<file path="src/rtl/irqagg_pkg.sv">
package irqagg_pkg;
  // first-stage window byte offsets
  localparam logic [7:0] OFS_HC_SEG  = 8'h24;
  localparam logic [7:0] OFS_HC_RDSZ = 8'h28;
  localparam logic [7:0] OFS_HC_CTRL = 8'h30;
  localparam logic [7:0] OFS_HC_MASK = 8'h34;
  localparam logic [7:0] OFS_HC_STAT = 8'h38;
  localparam logic [7:0] OFS_HC_ERRA = 8'h40;
  // second-stage window byte offsets
  localparam logic [7:0] OFS_BM_RT0  = 8'h08;
  localparam logic [7:0] OFS_BM_RT1  = 8'h0C;
  localparam logic [7:0] OFS_BM_STAT = 8'h50;
  localparam logic [7:0] OFS_BM_MASK = 8'h54;
  localparam logic [7:0] OFS_BM_POL  = 8'h58;
  localparam logic [7:0] OFS_BM_IN   = 8'h5C;
  // reset value of the read-size register: 4-byte reads
  localparam logic [31:0] RDSZ_RESET = 32'h0200_0000;
endpackage

</file>
<file path="src/rtl/irqagg_hc_stage.sv">
module irqagg_hc_stage #(
  parameter int DATA_W     = 32,
  parameter int NUM_SERIRQ = 17,
  parameter int EN_BIT     = 31,
  parameter logic [DATA_W-1:0] RDSZ_RST = '0
) (
  input  logic              clk,
  input  logic              rst,
  input  logic              wr_seg,
  input  logic              wr_rdsz,
  input  logic              wr_ctrl,
  input  logic              wr_mask,
  input  logic              wr_stat,
  input  logic [DATA_W-1:0] wdata,
  input  logic [NUM_SERIRQ-1:0]        serirq,
  input  logic [DATA_W-NUM_SERIRQ-1:0] evt,
  output logic [DATA_W-1:0] seg_q,
  output logic [DATA_W-1:0] rdsz_q,
  output logic [DATA_W-1:0] ctrl_q,
  output logic [DATA_W-1:0] mask_q,
  output logic [DATA_W-1:0] stat_q,
  output logic              pend_n
);
  localparam int EVT_W = DATA_W - NUM_SERIRQ;

  logic [DATA_W-1:0] set_vec;
  logic [DATA_W-1:0] ctrl_n, mask_n, stat_n, clr_vec;

  // serial line n lands on bit DATA_W-1-n; events fill the low bits
  for (genvar n = 0; n < NUM_SERIRQ; n++) begin : g_ser
    assign set_vec[DATA_W-1-n] = serirq[n];
  end
  assign set_vec[EVT_W-1:0] = evt;

  always_comb begin
    ctrl_n  = wr_ctrl ? wdata : ctrl_q;
    mask_n  = wr_mask ? wdata : mask_q;
    clr_vec = wr_stat ? wdata : '0;
    stat_n  = (stat_q & ~clr_vec) | set_vec;   // set wins over clear
    pend_n  = ctrl_n[EN_BIT] && ((stat_n & mask_n) != '0);
  end

  always_ff @(posedge clk) begin
    if (rst) begin
      seg_q  <= '0;
      rdsz_q <= RDSZ_RST;
      ctrl_q <= '0;
      mask_q <= '0;
      stat_q <= '0;
    end else begin
      if (wr_seg)  seg_q  <= wdata;
      if (wr_rdsz) rdsz_q <= wdata;
      ctrl_q <= ctrl_n;
      mask_q <= mask_n;
      stat_q <= stat_n;
    end
  end
endmodule

</file>
<file path="src/rtl/irqagg_bm_stage.sv">
module irqagg_bm_stage #(
  parameter int DATA_W = 32,
  parameter int HC_BIT = 11
) (
  input  logic              clk,
  input  logic              rst,
  input  logic              wr_rt0,
  input  logic              wr_rt1,
  input  logic              wr_stat,
  input  logic              wr_mask,
  input  logic              wr_pol,
  input  logic [DATA_W-1:0] wdata,
  input  logic              hc_pend_n,
  output logic [DATA_W-1:0] rt0_q,
  output logic [DATA_W-1:0] rt1_q,
  output logic [DATA_W-1:0] stat_q,
  output logic [DATA_W-1:0] mask_q,
  output logic [DATA_W-1:0] pol_q,
  output logic [DATA_W-1:0] in_q,
  output logic              irq_q
);
  logic [DATA_W-1:0] in_n, mask_n, stat_n, clr_vec;

  always_comb begin
    in_n         = '0;
    in_n[HC_BIT] = hc_pend_n;
    mask_n       = wr_mask ? wdata : mask_q;
    clr_vec      = wr_stat ? wdata : '0;
    stat_n       = (stat_q & ~clr_vec) | (in_n & mask_n);
  end

  always_ff @(posedge clk) begin
    if (rst) begin
      rt0_q  <= '0;
      rt1_q  <= '0;
      pol_q  <= '0;
      mask_q <= '0;
      stat_q <= '0;
      in_q   <= '0;
      irq_q  <= 1'b0;
    end else begin
      if (wr_rt0) rt0_q <= wdata;
      if (wr_rt1) rt1_q <= wdata;
      if (wr_pol) pol_q <= wdata;
      mask_q <= mask_n;
      stat_q <= stat_n;
      in_q   <= in_n;
      irq_q  <= (stat_n != '0);
    end
  end
endmodule

</file>
<file path="src/rtl/irq_cascade_agg.sv">
module irq_cascade_agg #(
  parameter int DATA_W     = 32,
  parameter int ADDR_W     = 8,
  parameter int NUM_SERIRQ = 17,
  parameter int EN_BIT     = 31,
  parameter int HC_BIT     = 11
) (
  input  logic                         clk,
  input  logic                         rst,
  input  logic                         reg_wr_en,
  input  logic                         reg_rd_en,
  input  logic                         reg_sel,
  input  logic [ADDR_W-1:0]            reg_addr,
  input  logic [DATA_W-1:0]            reg_wdata,
  output logic [DATA_W-1:0]            reg_rdata,
  input  logic [NUM_SERIRQ-1:0]        serirq_lvl,
  input  logic [DATA_W-NUM_SERIRQ-1:0] evt_lvl,
  output logic                         upstream_irq
);
  import irqagg_pkg::*;

  logic hc_win, bm_win;
  logic [DATA_W-1:0] hc_seg_q, hc_rdsz_q, hc_ctrl_q, hc_mask_q, hc_stat_q;
  logic [DATA_W-1:0] bm_rt0_q, bm_rt1_q, bm_stat_q, bm_mask_q, bm_pol_q, bm_in_q;
  logic hc_pend_n;
  logic [DATA_W-1:0] rd_val;

  assign hc_win = reg_wr_en && !reg_sel;
  assign bm_win = reg_wr_en &&  reg_sel;

  irqagg_hc_stage #(
    .DATA_W(DATA_W), .NUM_SERIRQ(NUM_SERIRQ), .EN_BIT(EN_BIT),
    .RDSZ_RST(DATA_W'(RDSZ_RESET))
  ) u_hc (
    .clk     (clk),
    .rst     (rst),
    .wr_seg  (hc_win && reg_addr == ADDR_W'(OFS_HC_SEG)),
    .wr_rdsz (hc_win && reg_addr == ADDR_W'(OFS_HC_RDSZ)),
    .wr_ctrl (hc_win && reg_addr == ADDR_W'(OFS_HC_CTRL)),
    .wr_mask (hc_win && reg_addr == ADDR_W'(OFS_HC_MASK)),
    .wr_stat (hc_win && reg_addr == ADDR_W'(OFS_HC_STAT)),
    .wdata   (reg_wdata),
    .serirq  (serirq_lvl),
    .evt     (evt_lvl),
    .seg_q   (hc_seg_q),
    .rdsz_q  (hc_rdsz_q),
    .ctrl_q  (hc_ctrl_q),
    .mask_q  (hc_mask_q),
    .stat_q  (hc_stat_q),
    .pend_n  (hc_pend_n)
  );

  irqagg_bm_stage #(.DATA_W(DATA_W), .HC_BIT(HC_BIT)) u_bm (
    .clk       (clk),
    .rst       (rst),
    .wr_rt0    (bm_win && reg_addr == ADDR_W'(OFS_BM_RT0)),
    .wr_rt1    (bm_win && reg_addr == ADDR_W'(OFS_BM_RT1)),
    .wr_stat   (bm_win && reg_addr == ADDR_W'(OFS_BM_STAT)),
    .wr_mask   (bm_win && reg_addr == ADDR_W'(OFS_BM_MASK)),
    .wr_pol    (bm_win && reg_addr == ADDR_W'(OFS_BM_POL)),
    .wdata     (reg_wdata),
    .hc_pend_n (hc_pend_n),
    .rt0_q     (bm_rt0_q),
    .rt1_q     (bm_rt1_q),
    .stat_q    (bm_stat_q),
    .mask_q    (bm_mask_q),
    .pol_q     (bm_pol_q),
    .in_q      (bm_in_q),
    .irq_q     (upstream_irq)
  );

  // read mux; unmapped offsets return all ones
  always_comb begin
    rd_val = '1;
    if (!reg_sel) begin
      case (reg_addr)
        ADDR_W'(OFS_HC_SEG):  rd_val = hc_seg_q;
        ADDR_W'(OFS_HC_RDSZ): rd_val = hc_rdsz_q;
        ADDR_W'(OFS_HC_CTRL): rd_val = hc_ctrl_q;
        ADDR_W'(OFS_HC_MASK): rd_val = hc_mask_q;
        ADDR_W'(OFS_HC_STAT): rd_val = hc_stat_q;
        ADDR_W'(OFS_HC_ERRA): rd_val = '0;
        default:              rd_val = '1;
      endcase
    end else begin
      case (reg_addr)
        ADDR_W'(OFS_BM_RT0):  rd_val = bm_rt0_q;
        ADDR_W'(OFS_BM_RT1):  rd_val = bm_rt1_q;
        ADDR_W'(OFS_BM_STAT): rd_val = bm_stat_q;
        ADDR_W'(OFS_BM_MASK): rd_val = bm_mask_q;
        ADDR_W'(OFS_BM_POL):  rd_val = bm_pol_q;
        ADDR_W'(OFS_BM_IN):   rd_val = bm_in_q;
        default:              rd_val = '1;
      endcase
    end
  end

  always_ff @(posedge clk) begin
    if (rst)            reg_rdata <= '0;
    else if (reg_rd_en) reg_rdata <= rd_val;
  end
endmodule

</file>
<file path="config.mk">
export PLATFORM = sky130hd
export DESIGN_NAME = irq_cascade_agg
export DESIGN_NICKNAME = d
export VERILOG_FILES = /design/src/rtl/irqagg_pkg.sv /design/src/rtl/irqagg_hc_stage.sv /design/src/rtl/irqagg_bm_stage.sv /design/src/rtl/irq_cascade_agg.sv
export SDC_FILE = /design/constraint.sdc
export NUM_CORES = 1
export LEC_CHECK = 0
export BUFFER_PORTS_ARGS = -buffer_cell sky130_fd_sc_hd__clkbuf_2
export CAP_MARGIN = 30
export CORE_ASPECT_RATIO = 1.75
export CORE_MARGIN = 3
export CORE_UTILIZATION = 35
export DETAILED_ROUTE_END_ITERATION = 6
export PLACE_DENSITY = 0.56
export SLEW_MARGIN = 0
export SYNTH_ARGS = -nofsm -noshare
export SYNTH_HDL_FRONTEND = slang
export SYNTH_SLANG_ARGS = --single-unit
export TNS_END_PERCENT = 100
</file>
<file path="constraint.sdc">
create_clock -name clk -period 3.81 [get_ports clk]
set_clock_uncertainty 0.2 [all_clocks]
set_input_delay 0.1905 -clock clk [delete_from_list [all_inputs] [get_ports clk]]
set_output_delay 0.1905 -clock clk [all_outputs]
set_load 0.005 [all_outputs]
</file>
==> flow_metrics.env <==
export IMPL_tritoncts_num_buffers=34
export IMPL_grt_pass1_wl_um=84800
export IMPL_die_area_sq_um=44500
export IMPL_ant_nets=0
export IMPL_root_buffer="clkbuf_16"
export IMPL_synthFlopType="dfxtp_1"
export IMPL_ir_drop_mv=0.250
export IMPL_post_cts_buffers=0
export IMPL_synth_edf_count=0
export IMPL_outcome="finished with violations"
export IMPL_insertion_delay_ns=0.54
export IMPL_powerDensity_nw_per_um2=442
export IMPL_crit_fanout=12
export IMPL_cp_required_ns=3.98
export IMPL_die_y_um=277
export IMPL_grt_use_total_pct=24.6
export IMPL_drt_wirelength_per_cell_um=22.7
export IMPL_final_period_utilization_pct=90.7
export IMPL_drive_gt1_share_pct=12.9
export IMPL_rsz0062_at_grt="false"
export IMPL_gp_congestion=0.870
export IMPL_cts_sinks=354
export IMPL_ff_latch_area_sq_um=7090
export IMPL_crit_slowest_cell="or4b_4"
export IMPL_drt_wl_total_um=56400
export IMPL_power_mw=7.82
export IMPL_r2r_end="u_bm.stat_q[11]"
export IMPL_area_growth_syn_to_layout_pct=20.5
export IMPL_max_freq_mhz=289
export IMPL_crit_family="simple AND/OR/NAND/NOR gates"
export IMPL_start_util_pct=35.6
export IMPL_max_clock_path_buffers=3
export IMPL_multiInputGateArea_sq_um=6910
export IMPL_critical_path_buf_inv_count=2
export IMPL_drv_cap=0
export IMPL_coreArea_sq_um=41200
export IMPL_final_util_pct=42.9
export IMPL_rows=98
export IMPL_grt_overflow=0
export IMPL_yosysWarnings=0
export IMPL_fp_dieW_um=161
export IMPL_via_per_inst=5.67
export IMPL_rrSetupSlack_ns=1.41
export IMPL_worst_pin_slew_ns=0.901
export IMPL_antenna_found_initial=1
export IMPL_drcViolationCount=0
export IMPL_synth_cells=1818
export IMPL_cts_tree="built"
export IMPL_slew_violations=0
export IMPL_cp_common_cell="or4b_4"
export IMPL_holdPathStages=2
export IMPL_first_pass_iters=7
export IMPL_slew_headroom_pct=39.9
export IMPL_htree_num_levels=2
export IMPL_grt_pass1_vias=13800
export IMPL_p_leak_nw=6.37
export IMPL_r2r_start="u_hc.mask_q[1]"
export IMPL_cp_start_kind="input port"
export IMPL_netlist_area_sq_um=14700
export IMPL_failed_checks="hold timing"
export IMPL_min_to="u_bm.rt1_q[14]"
export IMPL_clk_pin_slew_ns=0.06
export IMPL_ys_async_sr_fraction_pct=0
export IMPL_nNetsFinal=1990
export IMPL_r2r_worst_path_cells=5
export IMPL_avgSynthCellArea_sq_um=8.07
export IMPL_crit_chain="dlygate4sd3_1 -> clkbuf_2 -> or4b_4 -> o41ai_1 -> a22oi_1 -> a2111o_1 -> or4b_4 -> nor4_4 -> o32ai_1"
export IMPL_cp_data_arrival_time_ns=3.63
export IMPL_synth_seq_area_share_pct=48.3
export IMPL_min_delay_start="rst"
export IMPL_cp_end_kind="register"
export IMPL_yosysUniqueCellTypes=51
export IMPL_synth_fp_nets=1895
export IMPL_first_iter_violations=1503
export IMPL_fillers=4233
export IMPL_dpl_hpwl_um=36800
export IMPL_hold_class="in -> reg"
export IMPL_io_pins=110
export IMPL_vias=14100
export IMPL_finalHoldViolations=7
export IMPL_critPathMaxStageDelay_ns=0.67
export IMPL_critical_path_class="in -> reg"
export IMPL_finalWorstPathRequiredPeriod_ns=3.45
export IMPL_grt_max_degree=129
export IMPL_ys_ff_latch=354
export IMPL_tns_ns=0
export IMPL_port_buffer_count=109
export IMPL_whs_ns=-0.0335
export IMPL_finalSetupViolCount=0
==> metrics by stage <==
stage | setup slack (ns) | instance area [sq um] | std cells
6_report | 0.356 | 17700 | 2486
5_1_grt | 0.137 | 17700 | 2485
4_1_cts | 0.356 | 17700 | 2485
3_5_place_dp | 0.376 | 15800 | 2351
3_3_place_gp | 0.394 | 15800 | 2351
2_1_floorplan | 0.821 | 14700 | 1818
==> routing by layer <==
| layer | GRT usage (%) | share of wire (%) | up-vias |
|---|---|---|---|
| met5 | 0 | 0 | - |
| met1 | 29.0 | 38 | 6833 |
| met3 | 3.08 | 5.8 | 144 |
| met4 | 12.8 | 5.5 | 0 |
| li1 | - | - | 6567 |
| met2 | 43.4 | 51 | 546 |
==> cells in the final DEF, fill, tap and decap left out, drive strengths merged, types with 3 or more instances in the layout <==
cell         netlist  layout
clkinv             0       5
nand2            426     426
a222oi            63      63
clkbuf           169     154
nor4               5       5
or4b               4       4
nand3            101     101
mux2i             51      51
buf               13      57
dlygate4sd3        0      76
nor2             116     116
nand2b            33      33
a22oi             73      73
a21oi            264     264
and3b              4       4
nor4b              3       3
a2111oi            4       4
or4                3       3
mux2               3       3
dfxtp            354     354
nor2b             19      19
o22ai             10      10
bufinv             0       5
nand4             34      34
o31ai              6       6
nor3               7       7
a21o               3       3
a21boi            14      14
o41ai              6       6
inv               14      16
==> synthesized netlist by cell type (3+ instances only) <==
master / instances / area, sq um
inv_1: 14 / 52.6
clkbuf_1: 169 / 634
nor3_1: 7 / 35.0
nand2b_1: 33 / 206
a21boi_0: 14 / 105
mux2i_1: 51 / 510
mux2_2: 3 / 33.8
a21oi_1: 264 / 1320
dfxtp_1: 354 / 7090
or4_1: 3 / 22.5
and3b_1: 3 / 26.3
nand4_1: 34 / 213
a222oi_1: 63 / 631
buf_2: 3 / 15.0
nand2_1: 426 / 1600
a21o_1: 3 / 22.5
nor4_1: 4 / 25.0
o22ai_1: 10 / 62.6
o31ai_1: 6 / 45.0
a22oi_1: 73 / 548
o41ai_1: 4 / 35.0
nor2b_1: 19 / 119
a2111oi_0: 4 / 35.0
buf_1: 7 / 26.3
nor2_1: 116 / 435
nand3_1: 101 / 505
==> cells by family (layout without fill, tap and decap cells) <==
| logic type | Yosys count | in the layout | share of synthesized area, % |
|---|---|---|---|
| simple gates | 762 | 762 | 23.0 |
| compound gates | 452 | 452 | 19.9 |
| flops | 354 | 354 | 48.3 |
| buf+inv | 196 | 313 | 5.17 |
| mux | 54 | 54 | 3.71 |
| other cells | 0 | 1 | 0 |
==> where the power goes <==
part	switching, mW	total, mW	internal [mW]
clock	1.49	3.58	2.09
combinational	0.299	0.463	0.164
sequential	0.0309	3.78	3.75
total	1.82	7.82	6.00
==> what timing repair did <==
item / 4_1_cts / 5_1_grt
hold buffers: 76 / 0
resized for setup: 0 / 0
endpoints found under the hold margin: 263 / 0
==> worst max-delay path by stage <==
| stage | startpoint | to | slack [ns] | depth (start not counted) |
|---|---|---|---|---|
| 2_1_floorplan | reg_addr[3] | u_bm.irq_q | 0.82 | 9 |
| 6_report | reg_addr[1] | u_bm.stat_q[11] | 0.36 | 9 |
| 3_5_place_dp | reg_addr[1] | u_bm.irq_q | 0.38 | 8 |
| 3_3_place_gp | reg_addr[2] | u_bm.irq_q | 0.39 | 11 |
| 5_1_grt | reg_addr[1] | u_bm.stat_q[11] | 0.14 | 9 |
| 4_1_cts | reg_addr[1] | u_bm.irq_q | 0.36 | 9 |
==> final cells by class <==
cell class | instances | area share [%]
Sequential cell | 354 | 40.1
Multi-Input combinational cell | 1268 | 39.1
Timing Repair Buffer | 241 | 10.2
Clock buffer | 46 | 5.35
Tap cell | 550 | 3.89
Clock inverter | 12 | 1.15
Inverter | 14 | 0.297
Antenna cell | 1 | 0.0141
==> flip-flops by register name (all words and copies together) (netlist names) <==
register,flops
u_hc.mask_q,32
u_bm.in_q,1
u_bm.irq_q,1
u_bm.pol_q,32
u_bm.rt0_q,32
u_hc.seg_q,32
reg_rdata,32
u_hc.rdsz_q,32
u_hc.ctrl_q,32
u_bm.stat_q,32
u_hc.stat_q,32
u_bm.mask_q,32
u_bm.rt1_q,32
No activity file was read; power rests on OpenSTA's default activity.
